<file path="src/rtl/rtc_pt_pkg.sv">
package rtc_pt_pkg;
  localparam int DATA_W = 8;
  localparam int ADDR_W = 8;
  localparam int SEL_W  = 2;

  localparam logic [ADDR_W-1:0] A_IRQ  = 8'h01;
  localparam logic [ADDR_W-1:0] A_CLKO = 8'h0D;
  localparam logic [ADDR_W-1:0] A_TCTL = 8'h0E;
  localparam logic [ADDR_W-1:0] A_TCNT = 8'h0F;

  localparam int B_EN    = 7;
  localparam int B_PULSE = 4;
  localparam int B_FLAG  = 2;
  localparam int B_TIE   = 0;

  typedef struct packed {
    logic              clkEn;
    logic [SEL_W-1:0]  clkSel;
    logic              tmrEn;
    logic [SEL_W-1:0]  tmrSel;
    logic              tie;
    logic              pulseMode;
    logic [DATA_W-1:0] reload;
  } cfg_t;

  typedef struct packed {
    logic              loadCnt;
    logic              flagWr;
    logic              flagKeep;
    logic [DATA_W-1:0] wrVal;
  } strobe_t;
endpackage

</file>
<file path="src/rtl/rtc_pt_ctrl.sv">
module rtc_pt_ctrl
  import rtc_pt_pkg::*;
(
  input  logic              clk,
  input  logic              rstN,
  input  logic              wrEn,
  input  logic [ADDR_W-1:0] regAddr,
  input  logic [DATA_W-1:0] wrData,
  input  logic              flag,
  input  logic [DATA_W-1:0] counter,
  output cfg_t              cfg,
  output strobe_t           stb,
  output logic [DATA_W-1:0] rdData
);

  always_ff @(posedge clk or negedge rstN) begin
    if (!rstN) begin
      cfg <= '0;
    end else if (wrEn) begin
      case (regAddr)
        A_IRQ: begin
          cfg.tie       <= wrData[B_TIE];
          cfg.pulseMode <= wrData[B_PULSE];
        end
        A_CLKO: begin
          cfg.clkEn  <= wrData[B_EN];
          cfg.clkSel <= wrData[SEL_W-1:0];
        end
        A_TCTL: begin
          cfg.tmrEn  <= wrData[B_EN];
          cfg.tmrSel <= wrData[SEL_W-1:0];
        end
        A_TCNT: cfg.reload <= wrData;
        default: ;
      endcase
    end
  end

  always_comb begin
    stb.loadCnt  = wrEn && (regAddr == A_TCNT);
    stb.flagWr   = wrEn && (regAddr == A_IRQ);
    stb.flagKeep = wrData[B_FLAG];
    stb.wrVal    = wrData;
  end

  always_comb begin
    rdData = '0;
    case (regAddr)
      A_IRQ: begin
        rdData[B_TIE]   = cfg.tie;
        rdData[B_FLAG]  = flag;
        rdData[B_PULSE] = cfg.pulseMode;
      end
      A_CLKO: begin
        rdData[B_EN]        = cfg.clkEn;
        rdData[SEL_W-1:0]   = cfg.clkSel;
      end
      A_TCTL: begin
        rdData[B_EN]        = cfg.tmrEn;
        rdData[SEL_W-1:0]   = cfg.tmrSel;
      end
      A_TCNT: rdData = counter;
      default: ;
    endcase
  end

endmodule

</file>
<file path="src/rtl/rtc_pt_datapath.sv">
module rtc_pt_datapath
  import rtc_pt_pkg::*;
#(
  parameter int OSC_LOG2    = 15,
  parameter int SEC_PER_MIN = 60
) (
  input  logic              clk,
  input  logic              rstN,
  input  logic              oscIn,
  input  cfg_t              cfg,
  input  strobe_t           stb,
  output logic              flag,
  output logic [DATA_W-1:0] counter,
  output logic              clkOut,
  output logic              intN
);

  localparam int NRATE = 3;
  localparam int SEC_W = $clog2(SEC_PER_MIN);
  localparam logic [SEC_W-1:0] SEC_LAST = SEC_W'(SEC_PER_MIN - 1);
  // log2 of (oscillator / rate) is OSC_LOG2 - shift
  localparam int TICK_SHIFT [NRATE] = '{12, 6, 0};
  // clock-out tap bit is OSC_LOG2 - shift
  localparam int TAP_SHIFT  [NRATE] = '{11, 6, 1};

  logic                oscQ;
  logic                oscRise;
  logic [OSC_LOG2-1:0] pre;
  logic [OSC_LOG2-1:0] preNext;
  logic [SEC_W-1:0]    secCnt;
  logic [NRATE-1:0]    rateTick;
  logic [NRATE:0]      outTap;
  logic [NRATE:0]      tickSet;
  logic                minTick;
  logic                srcTick;
  logic                step;
  logic                expire;
  logic                pulseAct;

  assign oscRise   = oscIn & ~oscQ;
  assign preNext   = pre + 1'b1;
  assign outTap[0] = oscQ;

  for (genvar i = 0; i < NRATE; i++) begin : g_rate
    localparam logic [OSC_LOG2-1:0] MASK =
      OSC_LOG2'((1 << (OSC_LOG2 - TICK_SHIFT[i])) - 1);
    assign rateTick[i]  = oscRise && ((preNext & MASK) == '0);
    assign outTap[i+1]  = pre[OSC_LOG2 - TAP_SHIFT[i]];
  end

  assign minTick = rateTick[NRATE-1] && (secCnt == SEC_LAST);
  assign tickSet = {minTick, rateTick};
  assign srcTick = tickSet[cfg.tmrSel];
  assign step    = cfg.tmrEn && srcTick;
  assign expire  = step && (counter <= DATA_W'(1));

  always_ff @(posedge clk or negedge rstN) begin
    if (!rstN) begin
      oscQ     <= 1'b0;
      pre      <= '0;
      secCnt   <= '0;
      counter  <= '0;
      flag     <= 1'b0;
      pulseAct <= 1'b0;
      clkOut   <= 1'b0;
    end else begin
      oscQ   <= oscIn;
      clkOut <= cfg.clkEn & outTap[cfg.clkSel];
      if (oscRise) pre <= preNext;
      if (rateTick[NRATE-1])
        secCnt <= (secCnt == SEC_LAST) ? '0 : secCnt + 1'b1;

      if (stb.loadCnt)  counter <= stb.wrVal;
      else if (step)    counter <= expire ? cfg.reload : counter - 1'b1;

      if (expire)                             flag <= 1'b1;
      else if (stb.flagWr && !stb.flagKeep)   flag <= 1'b0;

      if (expire && cfg.tie && cfg.pulseMode) pulseAct <= 1'b1;
      else if (srcTick)                       pulseAct <= 1'b0;
    end
  end

  assign intN = !((cfg.tie && !cfg.pulseMode && flag) ||
                  (cfg.pulseMode && pulseAct));

endmodule

</file>
<file path="src/rtl/rtc_prescale_timer.sv">
module rtc_prescale_timer
  import rtc_pt_pkg::*;
#(
  parameter int OSC_LOG2    = 15,
  parameter int SEC_PER_MIN = 60
) (
  input  logic              clk,
  input  logic              rstN,
  input  logic              oscIn,
  input  logic              wrEn,
  input  logic [ADDR_W-1:0] regAddr,
  input  logic [DATA_W-1:0] wrData,
  output logic [DATA_W-1:0] rdData,
  output logic              clkOut,
  output logic              intN
);

  cfg_t              cfg;
  strobe_t           stb;
  logic              flag;
  logic [DATA_W-1:0] counter;

  rtc_pt_ctrl u_ctrl (
    .clk     (clk),
    .rstN    (rstN),
    .wrEn    (wrEn),
    .regAddr (regAddr),
    .wrData  (wrData),
    .flag    (flag),
    .counter (counter),
    .cfg     (cfg),
    .stb     (stb),
    .rdData  (rdData)
  );

  rtc_pt_datapath #(
    .OSC_LOG2    (OSC_LOG2),
    .SEC_PER_MIN (SEC_PER_MIN)
  ) u_dp (
    .clk     (clk),
    .rstN    (rstN),
    .oscIn   (oscIn),
    .cfg     (cfg),
    .stb     (stb),
    .flag    (flag),
    .counter (counter),
    .clkOut  (clkOut),
    .intN    (intN)
  );

endmodule

</file>
<file path="config.mk">
export PLATFORM = sky130hd
export DESIGN_NAME = rtc_prescale_timer
export DESIGN_NICKNAME = d
export VERILOG_FILES = /design/src/rtl/rtc_pt_pkg.sv /design/src/rtl/rtc_pt_ctrl.sv /design/src/rtl/rtc_pt_datapath.sv /design/src/rtl/rtc_prescale_timer.sv
export SDC_FILE = /design/constraint.sdc
export NUM_CORES = 1
export LEC_CHECK = 0
export BUFFER_PORTS_ARGS = -buffer_cell sky130_fd_sc_hd__buf_4
export CAP_MARGIN = 15
export CORE_MARGIN = 2
export CORE_UTILIZATION = 60
export CTS_BUF_LIST = sky130_fd_sc_hd__clkbuf_4
export CTS_CLUSTER_SIZE = 40
export DETAILED_ROUTE_END_ITERATION = 16
export GPL_TIMING_DRIVEN = 1
export HOLD_SLACK_MARGIN = 0.03
export PLACE_DENSITY = 0.92
export SLEW_MARGIN = 20
export SYNTH_ARGS = -nofsm -noshare
export SYNTH_HDL_FRONTEND = slang
export SYNTH_SLANG_ARGS = --single-unit
export TNS_END_PERCENT = 50
</file>
<file path="constraint.sdc">
create_clock -name clk -period 2.6 [get_ports clk]
set_input_delay 0.26 -clock clk [delete_from_list [all_inputs] [get_ports clk]]
set_output_delay 0.26 -clock clk [all_outputs]
set_load 0.01 [all_outputs]
</file>
Yosys cells after proc, flatten, opt, wreduce, memory -nomap -nowiden
Cells that the tools add are included.

storage, ports and cells
  register bits = 49
  input bits = 20
  output and inout bits = 10
  logic and storage cells = 75

cells by class
  add/subtract/negate cells = 3
  order comparisons = 3
  equality and inequality tests = 5
  multiplexer cells = 19
  bitwise gates (word level) = 3
  reductions and logical operators = 28

operators by type and width
  cell                                                                    count
  15-bit zero test                                                        3
  8-bit by 4-bit equality test with 1-bit output (second input constant)  3
  8-bit 2-to-1 mux                                                        3
  15-bit by 1-bit adder with 15-bit output (second input constant)        1
  1-bit logical AND                                                       14
  8-bit by 1-bit equality test with 1-bit output (second input constant)  1
  8-bit by 1-bit <= comparator with 1-bit output (second input constant)  1
  2-bit AND reduction                                                     4
  8-bit by 1-bit subtractor with 8-bit output (second input constant)     1
  1-bit 2-to-1 mux                                                        7
  6-bit by 1-bit adder with 6-bit output (second input constant)          1
  6-bit equality test (second input constant)                             1
  2-bit by 3-bit < comparator with 1-bit output (second input constant)   2
  6-bit 2-to-1 mux                                                        1
  1-bit one-hot mux with 3 select lines                                   2
  2-bit nonzero test                                                      3
  1-bit binary-select mux with 2-bit select                               2
  1-bit one-hot mux with 2 select lines                                   2
  1-bit one-hot mux with 4 select lines                                   1
  1-bit zero test                                                         3
  1-bit AND                                                               2
  2-bit 2-to-1 mux                                                        1
  1-bit logical OR                                                        1
  1-bit NOT                                                               1

Logic depth before layout (Yosys ltp)
Gate-level depths: netlist of run 1.

  word-level depth = 11
  depth in mapped cells = 10
  gate-level depth less buffers = 8

Hierarchy
A second synthesis of run 1 with hierarchy kept.

unflattened totals
  cells, all modules = 288
  area, all modules = 2996.6 sq um

by module, submodules not included
  module           times used  cells an instance  area each (sq um)  seq. area each (sq um)
  rtc_pt_datapath  1           219                2114.5             825.8
  rtc_pt_ctrl      1           69                 882.1              400.4

Least setup slack after synthesis of run 1
No wires, ideal clock.

  path type = register to register
  start point = reg u_dp.pre[0]
  end point = reg u_dp.pulseAct
  library setup time = 0.125 ns
  data arrival time = 2.188 ns
  data required time = 2.475 ns
  setup slack = 0.287 ns
  cell stages (with the launch flop) = 8
  path buffers = 0
  period minus slack after synthesis = 2.313 ns
  cell sequence = dfrtp_1 > ha_1 > and2_1 > and2_4 > a2111oi_4 > o221ai_2 > o21ai_2 > mux2_2

on the way
  cells in the longest elaborated chain, start to end = 11
  elaborated cells on any way between the ends = 16
  classes of those cells = add/sub (1); mux (3); reduce/logical (12)

ends and longest elaborated chain
  element                                                        RTL line               text
  start, declared                                                rtc_pt_datapath.sv:28  logic [OSC_LOG2-1:0] pre;
  start signal, assigned                                         rtc_pt_datapath.sv:69  if (oscRise) pre <= preNext;
  15-bit by 1-bit adder with 15-bit output (*)                   rtc_pt_datapath.sv:41  assign preNext = pre + 1'b1;
  15-bit zero test                                               rtc_pt_datapath.sv:47  assign rateTick[i] = oscRise && ((preNext & MASK) == '0);
  1-bit logical AND                                              rtc_pt_datapath.sv:47
  1-bit logical AND                                              rtc_pt_datapath.sv:51  assign minTick = rateTick[NRATE-1] && (secCnt == SEC_LAST);
  1-bit binary-select mux with 2-bit select (*)                  rtc_pt_datapath.sv:53  assign srcTick = tickSet[cfg.tmrSel];
  1-bit 2-to-1 mux (not written as such) (*)                     rtc_pt_datapath.sv:53
  1-bit logical AND                                              rtc_pt_datapath.sv:54  assign step = cfg.tmrEn && srcTick;
  1-bit logical AND                                              rtc_pt_datapath.sv:55  assign expire = step && (counter <= DATA_W'(1));
  1-bit logical AND (2 in series)                                rtc_pt_datapath.sv:79  if (expire && cfg.tie && cfg.pulseMode) pulseAct <= 1'b1;
  1-bit 2-to-1 mux / 2-bit nonzero test (equally long branches)  n/a
  end signal, assigned                                           rtc_pt_datapath.sv:64  pulseAct <= 1'b0;
  end signal, assigned                                           rtc_pt_datapath.sv:79
  end signal, assigned                                           rtc_pt_datapath.sv:80  else if (srcTick) pulseAct <= 1'b0;
  end, declared                                                  rtc_pt_datapath.sv:38  logic pulseAct;

Every way passes the cells marked *; elsewhere a longest branch is shown, timed or not. The select of a mux whose other input is x is not followed.
A chain may end at the register's enable or synchronous reset.

Final worst setup path of run 1
  start point = reg u_dp.pre[1]
  end point = reg u_dp.pulseAct

The elaborated chain is that of the path after synthesis.

==> reports/qor.json, run 1 <==
{
  "placement": {
    "portBuffers": 29,
    "dp.cells": 385,
    "finalWeightedCongestion": 0.906,
    "dp.final_hpwl_mm": 4.72
  },
  "grt": {
    "antenna_found_initial": 0,
    "via_count_of_the_first_global_routing_pass": 2433,
    "grt_start_max_net_pins": 50,
    "grt_first_pass_wirelength_mm": 10.9,
    "global_route.overflow_total": 0,
    "track_usage_pct": 26.2
  },
  "timing": {
    "fin_skew_ns": 0.0180,
    "post-route-min-period_ns": 2.45,
    "max_freq_ghz": 0.408,
    "timing.setup.tns_ns": 0,
    "setup_violations": 0,
    "grt_setup_unrepaired": "false",
    "min_period_over_period_pct": 94.3,
    "maxSlewViolCount": 0,
    "timing.slew.headroom_pct": 55.8,
    "final_number_of_hold_violating_endpoints": 0,
    "worst-slew-pin-transition_ns": 0.657
  },
  "synthesis": {
    "post-synth-top-area-cell": "sky130_fd_sc_hd__dfrtp_1",
    "postSynth.asyncResetShare_pct": 100,
    "synth.cell_area_sq_um": 2880,
    "yosysUniqueCellTypes": 66,
    "post_synth_inst_count": 308,
    "synth_ff_type": "sky130_fd_sc_hd__dfrtp_1",
    "synth_edf_count": 0,
    "synth_top_cells_by_area": "sky130_fd_sc_hd__dfrtp_1, sky130_fd_sc_hd__nand2_1, sky130_fd_sc_hd__o21ai_0, sky130_fd_sc_hd__mux2_2, sky130_fd_sc_hd__xnor2_1",
    "syn_area_per_cell_sq_um": 9.36,
    "synth.net_count": 333,
    "fraction_of_synthesized_cell_area_taken_by_the_top_area_cell_type_pct": 42.5,
    "synth.cells.most_frequent": "sky130_fd_sc_hd__nand2_1, sky130_fd_sc_hd__dfrtp_1, sky130_fd_sc_hd__o21ai_0",
    "synth_most_common_cell": "sky130_fd_sc_hd__nand2_1",
    "synthesis.yosys.warnings": 0,
    "synth.yosys.seq_area_share_pct": 42.5,
    "synth.ff_latch_count": 49
  },
  "die": {
    "initial_utilization_pct": 61.4,
    "row_count": 25,
    "floorplan.die_area_sq_um": 5380,
    "ioPinCount": 30,
    "placeableCoreArea_sq_um": 4690,
    "die_x_um": 73.3,
    "die_height_um": 73.3
  },
  "clock_network": {
    "cts-htree-levels": 2,
    "tritoncts": "built",
    "post_cts_buffers": 0,
    "insertion_delay_ns": 0.37,
    "cts.sinks": 49,
    "clkSlewWorstSetupHoldPaths_ns": 0.14,
    "cts_inserted_buffers": 5,
    "clk_root_buffer_cell": "sky130_fd_sc_hd__clkbuf_4",
    "max-clock-path-buffers": 2
  },
  "routing": {
    "viasPerCell": 6.28,
    "drt_wl_total_mm": 6.58,
    "drt-wirelength-per-cell_um": 16.7,
    "m1WireLength_mm": 2.82,
    "met2_wirelength_mm": 3.30,
    "drt.antenna.violating_nets": 0,
    "drt_first_pass_iters": 4,
    "detailedRoute.firstIterationViolations": 238,
    "detail_route.drc_violations": 0,
    "vias": 2475,
    "route.top_layer_used": "met4",
    "length_of_routed_met3_wiring_um": 351
  },
  "power": {
    "static-leakage-power_nw": 1.48,
    "power_per_cell_area_nw_per_um2": 660,
    "vdd.ir_drop.worst_v": 0.000345
  },
  "worst_setup_path": {
    "critical_path_sink_type": "register",
    "critical_path.max_fanout": 10,
    "crit_path_start_kind": "register",
    "setup_crit_path_kind": "register to register",
    "crit_arrival_ns": 2.72,
    "worst_ep_required_time_ns": 2.87
  },
  "outcome": {
    "outcome": "finished, final reports clean"
  },
  "layout": {
    "num_antenna_cells": 0,
    "stdcell_count": 394,
    "drive_above_1_share_pct": 19.1,
    "area_growth_syn_to_layout_pct": 11.5,
    "nNetsFinal": 365
  },
  "min_path": {
    "hold_path.class": "primary input to register"
  },
  "flow_run": {
    "drv_cap": 0
  }
}
repair_timing:
item / CTS / global route
gates resized for setup: 0 / 1
hold buffers: 2 / 0
hold endpoints to repair: 50 / 0
setup endpoints to repair: 0 / 7
final cells by class:
type,instances,area [sq um]
fill,365,1480
inverter,6,22.5
clock buffer,6,45.0
clock inverter,1,3.75
tap,54,67.6
timing repair buffer,37,283
sequential,49,1230
multi-input combinational,241,1570
registers in the layout, indices dropped and copies added, names as in the netlist:
signal         count
u_dp.pulseAct      1
u_dp.secCnt        6
u_ctrl.cfg        16
u_dp.clkOut        1
u_dp.counter       8
u_dp.oscQ          1
u_dp.flag          1
u_dp.pre          15
power breakdown:
part           switching (W)  leakage, nW  internal, W
Clock               0.000236       0.0292     0.000109
Sequential          0.000191        0.645     0.000878
Combinational       0.000372        0.807     0.000335
Total               0.000800         1.48      0.00132
through the flow:
step                hold WS [ns]  utilization, %  power, W  instance area, sq um  setup WS (ns)
global placement           0.305            66.9   0.00174                  3140          0.174
detailed placement         0.314            66.9   0.00177                  3140          0.105
CTS                       0.0860            68.3   0.00211                  3210         0.0737
global route               0.103            68.5   0.00226                  3210         0.0135
floorplan                -0.0356               -   0.00162                  2880          0.287
finish                    0.0864            68.5   0.00212                  3210          0.148
path summary, 6_finish.rpt:
| path | startpoint | end | slack [ns] | cells past startpoint |
|---|---|---|---|---|
| setup / recovery | u_dp.pre[1]$_DFFE_PN0P_ | u_dp.pulseAct$_DFFE_PN0P_ | 0.15 | 7 |
| hold / removal | wrData[6] | u_ctrl.cfg[6]$_DFFE_PN0P_ | 0.09 | 3 |
| setup reg to reg | u_dp.pre[1]$_DFFE_PN0P_ | u_dp.pulseAct$_DFFE_PN0P_ | 0.15 | 7 |
| hold reg to reg | u_ctrl.cfg[4]$_DFFE_PN0P_ | u_ctrl.cfg[4]$_DFFE_PN0P_ | 0.49 | 2 |
| max in group asynchronous | rstN | u_dp.pre[10]$_DFFE_PN0P_ | 1.74 | 2 |
| min in group asynchronous | rstN | u_dp.secCnt[5]$_DFFE_PN0P_ | 0.42 | 2 |
routing by layer:
layer	GRT usage (%)	up-vias
li1	-	1170
met1	33.4	1203
met2	45.2	90
met3	4.25	12
met4	9.29	0
met5	0	-
logic make-up (layout without fill, tap and decap cells):
family	count (synthesis)	after routing	synth area share, %
simple gates	136	136	23.8
compound gates	70	70	17.4
flops	49	49	42.5
buf+inv	18	50	3.43
xor+xnor	17	17	5.16
mux	13	13	5.47
fa+ha+maj	5	5	2.17
layout by cell type, fill, tap and decap left out, types with 2 or more instances in the layout:
master,count
sky130_fd_sc_hd__a21oi_1,7
sky130_fd_sc_hd__a21oi_2,2
sky130_fd_sc_hd__a22o_1,5
sky130_fd_sc_hd__a31oi_1,5
sky130_fd_sc_hd__and2_1,7
sky130_fd_sc_hd__and3_1,4
sky130_fd_sc_hd__buf_4,35
sky130_fd_sc_hd__clkbuf_4,6
sky130_fd_sc_hd__clkinv_1,2
sky130_fd_sc_hd__dfrtp_1,49
sky130_fd_sc_hd__dlygate4sd3_1,2
sky130_fd_sc_hd__ha_1,5
sky130_fd_sc_hd__inv_1,5
sky130_fd_sc_hd__mux2_2,9
sky130_fd_sc_hd__mux2i_1,3
sky130_fd_sc_hd__nand2_1,56
sky130_fd_sc_hd__nand2b_1,2
sky130_fd_sc_hd__nand3_1,10
sky130_fd_sc_hd__nand4_1,3
sky130_fd_sc_hd__nand4b_1,2
sky130_fd_sc_hd__nor2_1,22
sky130_fd_sc_hd__nor2b_1,2
sky130_fd_sc_hd__nor3_1,5
sky130_fd_sc_hd__nor3b_1,3
sky130_fd_sc_hd__nor4_1,4
sky130_fd_sc_hd__o21a_1,2
sky130_fd_sc_hd__o21ai_0,24
sky130_fd_sc_hd__o31ai_1,6
sky130_fd_sc_hd__or4_1,2
sky130_fd_sc_hd__xnor2_1,11
sky130_fd_sc_hd__xor2_1,6
critical path, cell delays in order (launching register included):
cell and delay (ns):
sky130_fd_sc_hd__dfrtp_1 0.45, sky130_fd_sc_hd__ha_1 0.26, sky130_fd_sc_hd__and2_1 0.23, sky130_fd_sc_hd__and2_4 0.17
sky130_fd_sc_hd__a2111oi_4 0.34, sky130_fd_sc_hd__o221ai_2 0.20, sky130_fd_sc_hd__o21ai_4 0.32, sky130_fd_sc_hd__mux2_2 0.38
Power figures use the tool's default switching activity.
==> run 2, diff against run 1 <==
Settings changed: CTS_CLUSTER_SIZE 40 to 8, GPL_ROUTABILITY_DRIVEN set to 0, REMOVE_ABC_BUFFERS set to 1.
==> run 2 against run 1 <==
  * Worst hold slack worse by 0.0075 ns
  * Combinational power up 2%
  * Final cell count rose by 0.25%
  * Highest routed layer unchanged
  * Register-to-register slack worse by 0.03 ns
  * Largest cell class unchanged
==> reports/qor.json, run 2 (synthesized netlist as in run 1, its figures left out) <==
{
  "outcome": {
    "outcome": {"value": "finished, final reports clean", "change": "unchanged"}
  },
  "worst_setup_path": {
    "crit_path_top_delay_cell": {"value": "sky130_fd_sc_hd__dfrtp_2", "change": "was sky130_fd_sc_hd__dfrtp_1"},
    "critical_path.max_fanout": {"value": 8, "change": "was 10"},
    "crit_path_start_kind": {"value": "register", "change": "unchanged"},
    "critPathMaxStageDelay": {"value": 0.47, "unit": "ns", "change": "was 0.45 ns"},
    "setup_crit_path_kind": {"value": "register to register", "change": "unchanged"},
    "crit_arrival": {"value": 2.71, "unit": "ns", "change": "was 2.72 ns"},
    "critical_path_sink_type": {"value": "register", "change": "unchanged"},
    "path_cells": {"value": "ha_1, and2_1, and2_4, a2111oi_4, o221ai_2, o21a_2, o21ai_0, a31oi_1", "change": "was ha_1, and2_1, and2_4, a2111oi_4, o221ai_2, o21ai_4, mux2_2"},
    "ff_to_ff_setup_slack": {"value": 0.12, "unit": "ns", "change": "was 0.15 ns"},
    "timing.rr.end": {"value": "u_dp.counter[0]$_DFFE_PN0P_", "change": "was u_dp.pulseAct$_DFFE_PN0P_"},
    "ff2ff_path_depth": {"value": 8, "change": "was 7"},
    "worstReg2RegStart": {"value": "u_dp.pre[0]$_DFFE_PN0P_", "change": "was u_dp.pre[1]$_DFFE_PN0P_"},
    "worst_ep_required_time": {"value": 2.83, "unit": "ns", "change": "was 2.87 ns"}
  },
  "placement": {
    "instance_area_after_placement": {"value": 3140, "unit": "sq um", "change": "unchanged"},
    "portBuffers": {"value": 29, "change": "unchanged"},
    "dp.final_hpwl": {"value": 4.79, "unit": "mm", "change": "was 4.72 mm"},
    "dp.cells": {"value": 385, "change": "unchanged"}
  },
  "timing": {
    "final_number_of_hold_violating_endpoints": {"value": 0, "change": "unchanged"},
    "maxSlewViolCount": {"value": 0, "change": "unchanged"},
    "max_freq": {"value": 0.403, "unit": "GHz", "change": "was 0.408 GHz"},
    "fin_skew": {"value": 0.0127, "unit": "ns", "change": "was 0.0180 ns"},
    "worst-slew-pin-transition": {"value": 0.767, "unit": "ns", "change": "was 0.657 ns"},
    "timing.slew.headroom": {"value": 48.4, "unit": "%", "change": "was 55.8%"},
    "post-route-min-period": {"value": 2.48, "unit": "ns", "change": "was 2.45 ns"},
    "setup_violations": {"value": 0, "change": "unchanged"},
    "min_period_over_period": {"value": 95.4, "unit": "%", "change": "was 94.3%"},
    "grt_setup_unrepaired": {"value": "false", "change": "unchanged"},
    "timing.setup.tns": {"value": 0, "unit": "ns", "change": "unchanged"}
  },
  "min_path": {
    "hold_path.class": {"value": "primary input to register", "change": "unchanged"},
    "holdPathStages": {"value": 3, "change": "unchanged"},
    "timing.hold.worst_endpoint": {"value": "u_ctrl.cfg[4]$_DFFE_PN0P_", "change": "was u_ctrl.cfg[6]$_DFFE_PN0P_"},
    "holdCritStartpoint": {"value": "wrData[4]", "change": "was wrData[6]"}
  },
  "clock_network": {
    "post_cts_buffers": {"value": 0, "change": "unchanged"},
    "clkSlewWorstSetupHoldPaths": {"value": 0.14, "unit": "ns", "change": "about the same"},
    "max-clock-path-buffers": {"value": 2, "change": "unchanged"},
    "tritoncts": {"value": "built", "change": "unchanged"},
    "clk_root_buffer_cell": {"value": "sky130_fd_sc_hd__clkbuf_4", "change": "unchanged"},
    "cts-htree-levels": {"value": 2, "change": "unchanged"},
    "cts.sinks": {"value": 49, "change": "unchanged"},
    "cts_inserted_buffers": {"value": 5, "change": "unchanged"},
    "insertion_delay": {"value": 0.38, "unit": "ns", "change": "was 0.37 ns"}
  },
  "grt": {
    "antenna_found_initial": {"value": 0, "change": "unchanged"},
    "grt_start_max_net_pins": {"value": 50, "change": "unchanged"},
    "track_usage": {"value": 26.5, "unit": "%", "change": "was 26.2%"},
    "use_met3": {"value": 5.49, "unit": "%", "change": "was 4.25%"},
    "via_count_of_the_first_global_routing_pass": {"value": 2375, "change": "was 2433"},
    "global_route.overflow_total": {"value": 0, "change": "unchanged"},
    "gr-usage-met1": {"value": 37.5, "unit": "%", "change": "was 33.4%"},
    "global_routing_s_busiest_layer": {"value": "met2", "change": "unchanged"},
    "grtUsageMet2": {"value": 39.9, "unit": "%", "change": "was 45.2%"},
    "grt_first_pass_wirelength": {"value": 11.0, "unit": "mm", "change": "was 10.9 mm"}
  },
  "power": {
    "seqPwrFrac": {"value": 48.3, "unit": "%", "change": "was 50.4%"},
    "combinationalPowerShare": {"value": 32.0, "unit": "%", "change": "was 33.3%"},
    "p_sw": {"value": 0.000850, "unit": "W", "change": "was 0.000800 W"},
    "static-leakage-power": {"value": 1.49, "unit": "nW", "change": "was 1.48 nW"},
    "vdd.ir_drop.worst": {"value": 0.000373, "unit": "V", "change": "was 0.000345 V"},
    "switching_share": {"value": 37.6, "unit": "%", "change": "was 37.7%"},
    "power_report.internal_total": {"value": 0.00141, "unit": "W", "change": "was 0.00132 W"},
    "power_per_cell_area": {"value": 698, "unit": "nW/um^2", "change": "was 660 nW/um^2"},
    "share_clk_of_total_power": {"value": 19.7, "unit": "%", "change": "was 16.3%"}
  },
  "routing": {
    "drt.antenna.violating_nets": {"value": 0, "change": "unchanged"},
    "drt_first_pass_iters": {"value": 7, "change": "was 4"},
    "detail_route.drc_violations": {"value": 0, "change": "unchanged"},
    "detailedRoute.firstIterationViolations": {"value": 267, "change": "was 238"},
    "drt-wirelength-per-cell": {"value": 16.6, "unit": "um", "change": "was 16.7 um"},
    "viasPerCell": {"value": 6.42, "change": "was 6.28"},
    "vias": {"value": 2535, "change": "was 2475"},
    "drt_wl_total": {"value": 6.55, "unit": "mm", "change": "was 6.58 mm"}
  },
  "die": {
    "floorplan.die_area": {"value": 5380, "unit": "sq um", "change": "unchanged"},
    "die_x": {"value": 73.3, "unit": "um", "change": "unchanged"},
    "row_count": {"value": 25, "change": "unchanged"},
    "initial_utilization": {"value": 61.4, "unit": "%", "change": "unchanged"},
    "die_height": {"value": 73.3, "unit": "um", "change": "unchanged"},
    "ioPinCount": {"value": 30, "change": "unchanged"},
    "placeableCoreArea": {"value": 4690, "unit": "sq um", "change": "unchanged"}
  },
  "layout": {
    "drive_above_1_share": {"value": 19.9, "unit": "%", "change": "was 19.1%"},
    "area_growth_syn_to_layout": {"value": 12.3, "unit": "%", "change": "was 11.5%"},
    "largest_registers": {"value": "u_ctrl.cfg (16), u_dp.pre (15), u_dp.counter (8)", "change": "unchanged"},
    "stdcell_count": {"value": 395, "change": "was 394"},
    "fin_area": {"value": 3240, "unit": "sq um", "change": "was 3210 sq um"},
    "most_frequent_standard_cell_in_the_layout_excluding_fill_and_tap_cells": {"value": "sky130_fd_sc_hd__nand2_1", "change": "unchanged"},
    "mostFrequentLayoutCells": {"value": "sky130_fd_sc_hd__nand2_1, sky130_fd_sc_hd__dfrtp_1, sky130_fd_sc_hd__buf_4", "change": "unchanged"},
    "max_ffs_per_register": {"value": 16, "change": "unchanged"},
    "regMostFlops": {"value": "u_ctrl.cfg", "change": "unchanged"},
    "num_antenna_cells": {"value": 0, "change": "unchanged"},
    "nNetsFinal": {"value": 365, "change": "unchanged"}
  },
  "flow_run": {
    "drv_cap": {"value": 0, "change": "unchanged"}
  }
}
[run 2: cell count changes in the layout (fill, tap and decap cells not counted), sizes merged]
cell and delta:
clkinvlp +1, bufinv +1, clkbuf -1
[run 2: metal layers]
| layer | part of all wire, % | wire, um |
|---|---|---|
| met5 | 0 | 0 |
| met1 | 44 | 2860 |
| met2 | 45 | 2970 |
| met4 | 3.2 | 209 |
| met3 | 7.7 | 503 |
[run 2: power by group through the flow]
stage               clock network, W  registers [W]  logic, W
floorplan                          0        0.00103  0.000527
finish                      0.000445        0.00109  0.000723
detailed placement                 0        0.00109  0.000699
global placement                   0        0.00108  0.000660
CTS                         0.000453        0.00108  0.000711
global route                0.000481        0.00111  0.000806
[run 2: worst max path at each step]
| stage | slack (ns) | start | cells after the start | end |
|---|---|---|---|---|
| 2_1_floorplan | 0.29 | u_dp.pre[0]$_DFFE_PN0P_ | 7 | u_dp.pulseAct$_DFFE_PN0P_ |
| 3_5_place_dp | 0.16 | u_dp.pre[0]$_DFFE_PN0P_ | 8 | u_dp.pulseAct$_DFFE_PN0P_ |
| 4_1_cts | 0.13 | u_dp.pre[0]$_DFFE_PN0P_ | 9 | u_dp.counter[0]$_DFFE_PN0P_ |
| 5_1_grt | 0.002 | u_dp.pre[1]$_DFFE_PN0P_ | 9 | u_dp.counter[0]$_DFFE_PN0P_ |
| 3_3_place_gp | 0.28 | u_dp.pre[0]$_DFFE_PN0P_ | 8 | u_dp.pulseAct$_DFFE_PN0P_ |
| 6_report | 0.12 | u_dp.pre[0]$_DFFE_PN0P_ | 8 | u_dp.counter[0]$_DFFE_PN0P_ |
[run 2: through the flow]
stage / total power, W / hold slack, ns / utilization, % / worst slack, ns
global placement: 0.00174 / 0.310 / 66.9 / 0.277
CTS: 0.00224 / 0.0800 / 69.0 / 0.129
floorplan: 0.00156 / -0.0356 / - / 0.287
finish: 0.00226 / 0.0789 / 69.0 / 0.119
detailed placement: 0.00179 / 0.313 / 66.9 / 0.158
global route: 0.00240 / 0.0781 / 69.0 / 0.00174
[run 2: cell type report]
type / instances / area (sq um)
flip-flops and latches: 49 / 1230
repair buffers: 37 / 283
inverters: 6 / 22.5
clock buffers: 5 / 37.5
multi-input cells: 241 / 1560
well taps: 54 / 67.6
clock inverters: 3 / 41.3
fillers: 346 / 1450
[run 2: critical path, delay by kind of cell (launching register included)]
kind / cells / cell delay, ns
AND/OR/NAND/NOR: 2 / 0.40
flip-flops: 1 / 0.47
AO/OA/AOI/OAI: 5 / 1.19
adder cells (fa/ha/maj): 1 / 0.27
[run 2: what timing repair did]
action / 4_1_cts / 5_1_grt
gates resized for setup: 0 / 2
setup endpoints to repair: 0 / 3
hold endpoints to repair: 50 / 0
hold buffers: 2 / 0
==> run 3, diff against run 2 <==
Settings changed: CORE_UTILIZATION 60 to 35, PLACE_DENSITY 0.92 to 0.63.
==> run 3 against run 2 <==
  * Sequential power is essentially flat
  * Wire length grew 8.3%
  * Count of clock-buffer cells in the layout is the same
  * Via count shrank 4.1%
  * Final cell count grew 15%
  * Critical path depth is the same
  * Non-clock buffer count grew 6
  * Maximum frequency is essentially flat
  * Worst setup slack lost 0.0018 ns
  * Largest power group unchanged
  * Largest cell class unchanged
  * Cell area grew 5.9%
  * Global-route usage shrank 11 points
==> reports/qor.json, run 3 (synthesized netlist as in run 1, its figures left out) <==
{
  "worst_setup_path": {
    "critPathMaxStageDelay": {"value": 0.49, "unit": "ns", "change": "was 0.47 ns"},
    "ff2ff_path_depth": {"value": 8, "change": "unchanged"},
    "timing.rr.end": {"value": "u_dp.counter[4]$_DFFE_PN0P_", "change": "was u_dp.counter[0]$_DFFE_PN0P_"},
    "ff_to_ff_setup_slack": {"value": 0.12, "unit": "ns", "change": "about the same"},
    "worstReg2RegStart": {"value": "u_dp.pre[1]$_DFFE_PN0P_", "change": "was u_dp.pre[0]$_DFFE_PN0P_"},
    "critical_path_buf_inv_count": {"value": 0, "change": "unchanged"},
    "setup_crit_path_kind": {"value": "register to register", "change": "unchanged"},
    "crit_arrival": {"value": 2.80, "unit": "ns", "change": "was 2.71 ns"},
    "path_cells": {"value": "ha_4, and2_2, and2_4, a2111oi_4, o221ai_4, o21a_4, o31a_1, a21oi_2", "change": "was ha_1, and2_1, and2_4, a2111oi_4, o221ai_2, o21a_2, o21ai_0, a31oi_1"},
    "critical_path_sink_type": {"value": "register", "change": "unchanged"},
    "crit_path_start_kind": {"value": "register", "change": "unchanged"},
    "worst_ep_required_time": {"value": 2.92, "unit": "ns", "change": "was 2.83 ns"},
    "critical_path.max_fanout": {"value": 8, "change": "unchanged"},
    "critical_path.top_delay_family": {"value": "compound AO/OA/AOI/OAI gates", "change": "unchanged"},
    "crit_path_top_delay_cell": {"value": "sky130_fd_sc_hd__dfrtp_1", "change": "was sky130_fd_sc_hd__dfrtp_2"}
  },
  "routing": {
    "viasPerCell": {"value": 5.37, "change": "was 6.42"},
    "drt.antenna.violating_nets": {"value": 0, "change": "unchanged"},
    "vias": {"value": 2432, "change": "was 2535"},
    "drt_first_pass_iters": {"value": 5, "change": "was 7"},
    "detailedRoute.firstIterationViolations": {"value": 184, "change": "was 267"},
    "drt_wl_total": {"value": 7.09, "unit": "mm", "change": "was 6.55 mm"},
    "drt-wirelength-per-cell": {"value": 15.6, "unit": "um", "change": "was 16.6 um"},
    "detail_route.drc_violations": {"value": 0, "change": "unchanged"}
  },
  "power": {
    "vdd.ir_drop.worst": {"value": 0.000512, "unit": "V", "change": "was 0.000373 V"},
    "power_per_cell_area": {"value": 673, "unit": "nW/um^2", "change": "was 698 nW/um^2"},
    "static-leakage-power": {"value": 1.54, "unit": "nW", "change": "was 1.49 nW"}
  },
  "die": {
    "floorplan.die_area": {"value": 8980, "unit": "sq um", "change": "was 5380 sq um"},
    "row_count": {"value": 33, "change": "was 25"},
    "ioPinCount": {"value": 30, "change": "unchanged"},
    "die_height": {"value": 94.8, "unit": "um", "change": "was 73.3 um"},
    "initial_utilization": {"value": 35.6, "unit": "%", "change": "was 61.4%"},
    "placeableCoreArea": {"value": 8090, "unit": "sq um", "change": "was 4690 sq um"},
    "die_x": {"value": 94.8, "unit": "um", "change": "was 73.3 um"}
  },
  "clock_network": {
    "clk_root_buffer_cell": {"value": "sky130_fd_sc_hd__clkbuf_4", "change": "unchanged"},
    "cts.sinks": {"value": 49, "change": "unchanged"},
    "insertion_delay": {"value": 0.37, "unit": "ns", "change": "was 0.38 ns"},
    "clkSlewWorstSetupHoldPaths": {"value": 0.16, "unit": "ns", "change": "was 0.14 ns"},
    "cts_inserted_buffers": {"value": 5, "change": "unchanged"},
    "max-clock-path-buffers": {"value": 2, "change": "unchanged"},
    "tritoncts": {"value": "built", "change": "unchanged"},
    "cts-htree-levels": {"value": 2, "change": "unchanged"}
  },
  "timing": {
    "post-route-min-period": {"value": 2.48, "unit": "ns", "change": "about the same"},
    "fin_skew": {"value": 0.0167, "unit": "ns", "change": "was 0.0127 ns"},
    "min_period_over_period": {"value": 95.5, "unit": "%", "change": "was 95.4%"},
    "timing.slew.headroom": {"value": 54.5, "unit": "%", "change": "was 48.4%"},
    "max_freq": {"value": 0.403, "unit": "GHz", "change": "about the same"},
    "final_number_of_hold_violating_endpoints": {"value": 0, "change": "unchanged"},
    "maxSlewViolCount": {"value": 0, "change": "unchanged"},
    "setup_violations": {"value": 0, "change": "unchanged"},
    "worst-slew-pin-transition": {"value": 0.676, "unit": "ns", "change": "was 0.767 ns"},
    "timing.setup.tns": {"value": 0, "unit": "ns", "change": "unchanged"}
  },
  "layout": {
    "num_antenna_cells": {"value": 0, "change": "unchanged"},
    "nNetsFinal": {"value": 372, "change": "was 365"},
    "drive_above_1_share": {"value": 23.3, "unit": "%", "change": "was 19.9%"},
    "stdcell_count": {"value": 453, "change": "was 395"},
    "area_growth_syn_to_layout": {"value": 18.9, "unit": "%", "change": "was 12.3%"},
    "mostFrequentLayoutCells": {"value": "sky130_fd_sc_hd__nand2_1, sky130_fd_sc_hd__dfrtp_1, sky130_fd_sc_hd__buf_4", "change": "unchanged"},
    "largest_registers": {"value": "u_ctrl.cfg (16), u_dp.pre (15), u_dp.counter (8)", "change": "unchanged"},
    "regMostFlops": {"value": "u_ctrl.cfg", "change": "unchanged"},
    "most_frequent_standard_cell_in_the_layout_excluding_fill_and_tap_cells": {"value": "sky130_fd_sc_hd__nand2_1", "change": "unchanged"},
    "fin_area": {"value": 3430, "unit": "sq um", "change": "was 3240 sq um"},
    "max_ffs_per_register": {"value": 16, "change": "unchanged"}
  },
  "grt": {
    "via_count_of_the_first_global_routing_pass": {"value": 2369, "change": "was 2375"},
    "global_route.overflow_total": {"value": 0, "change": "unchanged"},
    "track_usage": {"value": 16.0, "unit": "%", "change": "was 26.5%"},
    "grt_start_max_net_pins": {"value": 50, "change": "unchanged"},
    "grt_first_pass_wirelength": {"value": 11.4, "unit": "mm", "change": "was 11.0 mm"},
    "antenna_found_initial": {"value": 0, "change": "unchanged"}
  },
  "min_path": {
    "hold_path.class": {"value": "primary input to register", "change": "unchanged"},
    "holdCritStartpoint": {"value": "wrData[3]", "change": "was wrData[4]"},
    "holdPathStages": {"value": 3, "change": "unchanged"},
    "timing.hold.worst_endpoint": {"value": "u_ctrl.cfg[3]$_DFFE_PN0P_", "change": "was u_ctrl.cfg[4]$_DFFE_PN0P_"}
  },
  "placement": {
    "instance_area_after_placement": {"value": 3230, "unit": "sq um", "change": "was 3140 sq um"},
    "dp.cells": {"value": 440, "change": "was 385"},
    "dp.final_hpwl": {"value": 5.06, "unit": "mm", "change": "was 4.79 mm"},
    "portBuffers": {"value": 29, "change": "unchanged"}
  },
  "flow_run": {
    "drv_cap": {"value": 0, "change": "unchanged"}
  },
  "outcome": {
    "outcome": {"value": "finished, final reports clean", "change": "unchanged"}
  }
}
run 3: cell types whose count changed in the layout (fill, tap and decap cells not counted), sizes merged:
cell and change:
buf +6, clkinvlp -1, inv +1, o21ai +1
run 3: how the worst max path moves through the flow:
| stage | from | to | slack, ns | depth (start not counted) |
|---|---|---|---|---|
| after CTS | u_dp.pre[0]$_DFFE_PN0P_ | u_dp.counter[5]$_DFFE_PN0P_ | 0.06 | 8 |
| after global placement | u_dp.pre[0]$_DFFE_PN0P_ | u_dp.pulseAct$_DFFE_PN0P_ | 0.12 | 7 |
| after detailed placement | u_dp.pre[0]$_DFFE_PN0P_ | u_dp.pulseAct$_DFFE_PN0P_ | 0.03 | 7 |
| after floorplan | u_dp.pre[0]$_DFFE_PN0P_ | u_dp.pulseAct$_DFFE_PN0P_ | 0.29 | 7 |
| after global routing | u_dp.pre[1]$_DFFE_PN0P_ | u_dp.counter[4]$_DFFE_PN0P_ | -0.0006 | 8 |
| final | u_dp.pre[1]$_DFFE_PN0P_ | u_dp.counter[4]$_DFFE_PN0P_ | 0.12 | 8 |
run 3: cell type report:
cell class / instances / area [sq um]
clock buffers: 5 / 37.5
clock inverters: 3 / 50.0
fillers: 832 / 4660
inverters: 6 / 22.5
multi-input cells: 242 / 1630
flip-flops and latches: 49 / 1230
well taps: 105 / 131
repair buffers: 43 / 328
run 3: per-layer routing:
metal	GRT usage [%]	routed length, um	part of all wire [%]
met2	25.9	3420	48
met3	2.55	255	3.6
met1	21.8	3270	46
met5	0	0	0
met4	5.56	142	2.0
run 3: worst register-to-register path, cell delays in order (launching register included):
cell                        delay (ns)
sky130_fd_sc_hd__dfrtp_1          0.49
sky130_fd_sc_hd__ha_4             0.21
sky130_fd_sc_hd__and2_2           0.22
sky130_fd_sc_hd__and2_4           0.17
sky130_fd_sc_hd__a2111oi_4        0.43
sky130_fd_sc_hd__o221ai_4         0.19
sky130_fd_sc_hd__o21a_4           0.27
sky130_fd_sc_hd__o31a_1           0.30
sky130_fd_sc_hd__a21oi_2          0.14
run 3: stage by stage:
stage               total power (W)  util, %  setup WS, ns  hold WS (ns)
floorplan                   0.00156        -         0.287       -0.0356
global placement            0.00176     39.9         0.117         0.320
detailed placement          0.00178     39.9        0.0302         0.318
CTS                         0.00227     41.3        0.0636        0.0797
global route                0.00247     42.4     -0.000573        0.0915
finish                      0.00231     42.4         0.117        0.0845
run 3: power by group:
| group | total (W) | internal (W) | switching, W |
|---|---|---|---|
| Clock | 0.000479 | 0.000211 | 0.000268 |
| Combinational | 0.000732 | 0.000347 | 0.000385 |
| Sequential | 0.00110 | 0.000880 | 0.000218 |
run 3: repair_timing:
item	in CTS	in global routing
hold buffers	2	0
gates cloned	0	1
setup buffers	0	2
resized for setup	1	11
endpoints found under the setup margin	1	9
pin swaps	0	5
hold endpoints to repair	50	0
